[config.mk]
export PLATFORM = sky130hd
export DESIGN_NAME = flash_therm_encoder
export DESIGN_NICKNAME = d
export VERILOG_FILES = /design/src/rtl/flash_enc_pkg.sv /design/src/rtl/flash_prio_enc.sv /design/src/rtl/flash_code_reg.sv /design/src/rtl/flash_therm_encoder.sv
export SDC_FILE = /design/constraint.sdc
export NUM_CORES = 1
export LEC_CHECK = 0
export BUFFER_PORTS_ARGS = -buffer_cell sky130_fd_sc_hd__buf_2
export CAP_MARGIN = 20
export CORE_AREA = 2 2 39 41
export DETAILED_ROUTE_END_ITERATION = 7
export DIE_AREA = 0 0 41 43
export GPL_ROUTABILITY_DRIVEN = 0
export HOLD_SLACK_MARGIN = 0.1
export SKIP_CTS_REPAIR_TIMING = 1
export SLEW_MARGIN = 30
export SYNTH_ARGS = -nofsm -noshare
export SYNTH_HDL_FRONTEND = slang
export SYNTH_SLANG_ARGS = --single-unit
[constraint.sdc]
create_clock -name clk -period 0.8 [get_ports clk]
set_input_delay 0.04 -clock clk [delete_from_list [all_inputs] [get_ports clk]]
set_output_delay 0.04 -clock clk [all_outputs]
set_load 0.01 [all_outputs]
[src/rtl/flash_enc_pkg.sv]
package flash_enc_pkg;

   typedef enum logic [0:0] {
      ENC_SCAN   = 1'b0,
      ENC_ONEHOT = 1'b1
   } enc_arch_e;

   function automatic int unsigned tap_count(input int unsigned code_w);
      return (32'd1 << code_w) - 32'd1;
   endfunction

endpackage

[src/rtl/flash_prio_enc.sv]
module flash_prio_enc
   import flash_enc_pkg::*;
#(
   parameter int unsigned OUT_W    = 3,
   parameter enc_arch_e   ENC_ARCH = ENC_SCAN,
   localparam int unsigned TAPS    = tap_count(OUT_W)
) (
   input  logic [TAPS-1:0]  therm,
   output logic [OUT_W-1:0] code
);

   generate
      if (ENC_ARCH == ENC_SCAN) begin : g_scan
         // ascending scan: the last set bit seen is the highest one
         always_comb begin
            code = '0;
            for (int i = 0; i < int'(TAPS); i++) begin
               if (therm[i]) code = OUT_W'(i + 1);
            end
         end
      end else begin : g_onehot
         // isolate the topmost set bit, then OR its index into the code
         always_comb begin
            logic seen;
            seen = 1'b0;
            code = '0;
            for (int i = int'(TAPS) - 1; i >= 0; i--) begin
               if (therm[i] && !seen) code = code | OUT_W'(i + 1);
               seen = seen | therm[i];
            end
         end
      end
   endgenerate

endmodule

[src/rtl/flash_code_reg.sv]
module flash_code_reg #(
   parameter int unsigned OUT_W = 3
) (
   input  logic             clk,
   input  logic             rst_n,
   input  logic             sample_en,
   input  logic [OUT_W-1:0] code_d,
   output logic [OUT_W-1:0] code_q,
   output logic             valid_q
);

   always_ff @(posedge clk or negedge rst_n) begin
      if (!rst_n) begin
         code_q  <= '0;
         valid_q <= 1'b0;
      end else begin
         valid_q <= sample_en;
         if (sample_en) code_q <= code_d;
      end
   end

   assert_hold_R5: assert property (@(posedge clk) disable iff (!rst_n)
      !sample_en |=> $stable(code_q));

   assert_capture_R5: assert property (@(posedge clk) disable iff (!rst_n)
      sample_en |=> (code_q == $past(code_d)));

   assert_valid_R6: assert property (@(posedge clk) disable iff (!rst_n)
      sample_en |=> valid_q);

   assert_novalid_R6: assert property (@(posedge clk) disable iff (!rst_n)
      !sample_en |=> !valid_q);

endmodule

[src/rtl/flash_therm_encoder.sv]
module flash_therm_encoder
   import flash_enc_pkg::*;
#(
   parameter int unsigned OUT_W    = 3,
   parameter enc_arch_e   ENC_ARCH = ENC_SCAN,
   localparam int unsigned TAPS    = tap_count(OUT_W)
) (
   input  logic             clk,
   input  logic             rst_n,
   input  logic             sample_en,
   input  logic [TAPS-1:0]  therm_i,
   output logic [OUT_W-1:0] code_o,
   output logic             code_valid_o
);

   generate
      if (OUT_W < 2 || OUT_W > 10) begin : g_bad_width
         $error("flash_therm_encoder: OUT_W must lie in 2..10");
      end
   endgenerate

   logic [OUT_W-1:0] enc_code;

   flash_prio_enc #(
      .OUT_W    (OUT_W),
      .ENC_ARCH (ENC_ARCH)
   ) u_enc (
      .therm (therm_i),
      .code  (enc_code)
   );

   flash_code_reg #(
      .OUT_W (OUT_W)
   ) u_reg (
      .clk       (clk),
      .rst_n     (rst_n),
      .sample_en (sample_en),
      .code_d    (enc_code),
      .code_q    (code_o),
      .valid_q   (code_valid_o)
   );

   assert_zero_R2: assert property (@(posedge clk) disable iff (!rst_n)
      (therm_i == '0) |-> (enc_code == '0));

   assert_topbit_R3: assert property (@(posedge clk) disable iff (!rst_n)
      (enc_code != '0) |-> therm_i[enc_code - OUT_W'(1)]);

   assert_nothing_above_R4: assert property (@(posedge clk) disable iff (!rst_n)
      (therm_i >> enc_code) == '0);

   assert_reset_R1: assert property (@(posedge clk)
      $rose(rst_n) |-> (code_o == '0 && !code_valid_o));

endmodule

==> impl_metrics.py <==
metrics = {
    "clocking": {
        "numCtsBuffers": 3,
        "cts_tree": "built",
        "clock_sinks": 4,
        "root_buffer": "clkbuf_4",
        "clockBufferDepth": 2,
        "clk_latency_ns": 0.23,
        "ctsHtreeMaxLevel": 1,
        "clk_pin_slew_ns": 0.04,
    },
    "route": {
        "drtAntennaViolNets": 0,
        "wl_per_cell_microns": 8.45,
        "totalWireLength_microns": 448,
        "via_per_inst": 3.60,
        "vias": 191,
        "dr.pass1.iters": 2,
        "drt_iter0_markers": 5,
        "drc": 0,
    },
    "placed_design": {
        "dp_slack_ns": -0.0101,
        "place.port_buffers": 13,
        "place_inst": 47,
        "place_area_sq_um": 255,
    },
    "pwr": {
        "power.leakage_nw": 0.146,
        "p_per_area_mw_per_mm2": 1810,
        "ir_worst_vdd_mv": 0.398,
        "total_power_mw": 0.558,
    },
    "logic_synthesis": {
        "syn-mean-instance-area_sq_um": 9.45,
        "synth_nets": 28,
        "ys_warn_count": 0,
        "seq_area_frac_synth_pct": 58.8,
        "syn_area_sq_um": 170,
        "synth_cells": 18,
        "ys_ff_latch": 4,
        "ys_types": 7,
    },
    "sta": {
        "slew_violations": 0,
        "setup_slack_ns": 0.0133,
        "period_needed_ns": 0.787,
        "tightest_slew_ns": 0.169,
        "skew_ns": 0,
        "whs_ns": 0.0993,
        "setup-tns-final_ns": 0,
        "period_share_pct": 98.3,
        "max_freq_mhz": 1270,
        "slew_headroom_pct": 88.6,
        "setup_viol": 0,
        "rsz0062_at_grt": "yes",
        "hold_viol": 0,
    },
    "cells_and_area": {
        "stdcell_area_sq_um": 308,
        "utilization_pct": 22.2,
        "final_cells": 53,
        "nets": 49,
        "areaGrowthSynthToFinish_pct": 80.9,
        "drive_gt1_share_pct": 43.2,
        "n_antenna_cell": 0,
    },
    "die": {
        "initial_core_util_pct": 12.3,
        "core_sq_mm": 0.00138,
        "die_w_microns": 41,
        "die_h_microns": 43,
        "die_area_sq_mm": 0.00176,
        "io_pins": 14,
        "rows": 14,
    },
    "global_routing": {
        "met1_usage_pct": 7.77,
        "grt-ovfl-total": 0,
        "grt_pass1_vias": 165,
        "use_met2_pct": 5.00,
        "use_met3_pct": 0,
        "grt_max_degree": 8,
        "grt_use_total_pct": 5.84,
        "grt_pass1_wl_microns": 600,
        "top_usage_layer": "met4",
        "antenna_found_initial": 0,
    },
    "setup_path": {
        "crit_fanout": 4,
        "critical_path_class": "input pin to register",
        "cp.required_ns": 0.95,
        "rr_worst_depth": 2,
        "cp-end-kind": "register",
        "critPathArrivalTime_ns": 0.94,
        "start_kind": "input pin",
    },
    "worst_hold_path": {
        "hold_path.class": "input pin to register",
        "holdPathStages": 3,
    },
    "job": {
        "cap_violations": 0,
    },
    "outcome": {
        "status": "finished clean",
    },
}
[worst max-delay path, cell delays in order]
cell,delay (ns)
buf_2,0.12
dlygate4sd3_1,0.61
a31oi_1,0.17
[kinds of logic (layout without fill, tap and decap cells)]
| family | count (synthesis) | in the layout | synth area share (%) |
|---|---|---|---|
| simple gates | 7 | 7 | 16.9 |
| buf+inv | 2 | 21 | 4.41 |
| flops | 4 | 4 | 58.8 |
| compound gates | 5 | 5 | 19.9 |
[power by group]
group | switching (mW) | internal, mW | total [mW]
Combinational | 0.0409 | 0.0466 | 0.0875
Sequential | 0.00614 | 0.217 | 0.223
Clock | 0.0797 | 0.168 | 0.247
Total | 0.127 | 0.431 | 0.558
[cell usage after synthesis, drive strengths merged]
library cell	instances	area share [%]
o21ai	1	2.9
nand2b	1	3.7
inv	2	4.4
a31oi	3	11
a221o	1	5.9
nor2	6	13
dfrtp	4	59
[worst paths after layout]
check                           slack (ns)                           to                         from
worst max-delay path                  0.01  u_reg.code_q[0]$_DFFE_PN0P_                    sample_en
worst min-delay path                   0.1  u_reg.code_q[1]$_DFFE_PN0P_                    sample_en
worst max register to register        0.16  u_reg.code_q[1]$_DFFE_PN0P_  u_reg.code_q[1]$_DFFE_PN0P_
worst min register to register        0.54  u_reg.code_q[2]$_DFFE_PN0P_  u_reg.code_q[2]$_DFFE_PN0P_
max in group asynchronous             0.54  u_reg.code_q[2]$_DFFE_PN0P_                        rst_n
min in group asynchronous             0.14      u_reg.valid_q$_DFF_PN0_                        rst_n
[sequential cells by signal, summed over array words and instances, names as in the netlist]
register       count
u_reg.valid_q      1
u_reg.code_q       3
[metal layers]
| metal | up-vias | wire (microns) |
|---|---|---|
| met4 | 0 | 0 |
| met2 | 13 | 166 |
| met5 | - | 0 |
| met3 | 0 | 57 |
| li1 | 100 | - |
| met1 | 78 | 224 |
[area by class of cell]
class / count / area (sq um)
Timing Repair Buffer: 16 / 95.1
Multi-Input combinational cell: 12 / 62.6
Tap cell: 16 / 20.0
Sequential cell: 4 / 100
Fill cell: 153 / 1080
Clock buffer: 3 / 22.5
Inverter: 2 / 7.51
[placed cells by master (no fill, tap or decap)]
| cell | count |
|---|---|
| buf_2 | 13 |
| o21ai_0 | 1 |
| inv_1 | 2 |
| nor2_1 | 6 |
| dfrtp_1 | 4 |
| a221o_1 | 1 |
| nand2b_1 | 1 |
| clkbuf_4 | 3 |
| a31oi_1 | 3 |
| dlygate4sd3_1 | 3 |
No activity file was read; power rests on OpenSTA's default activity.
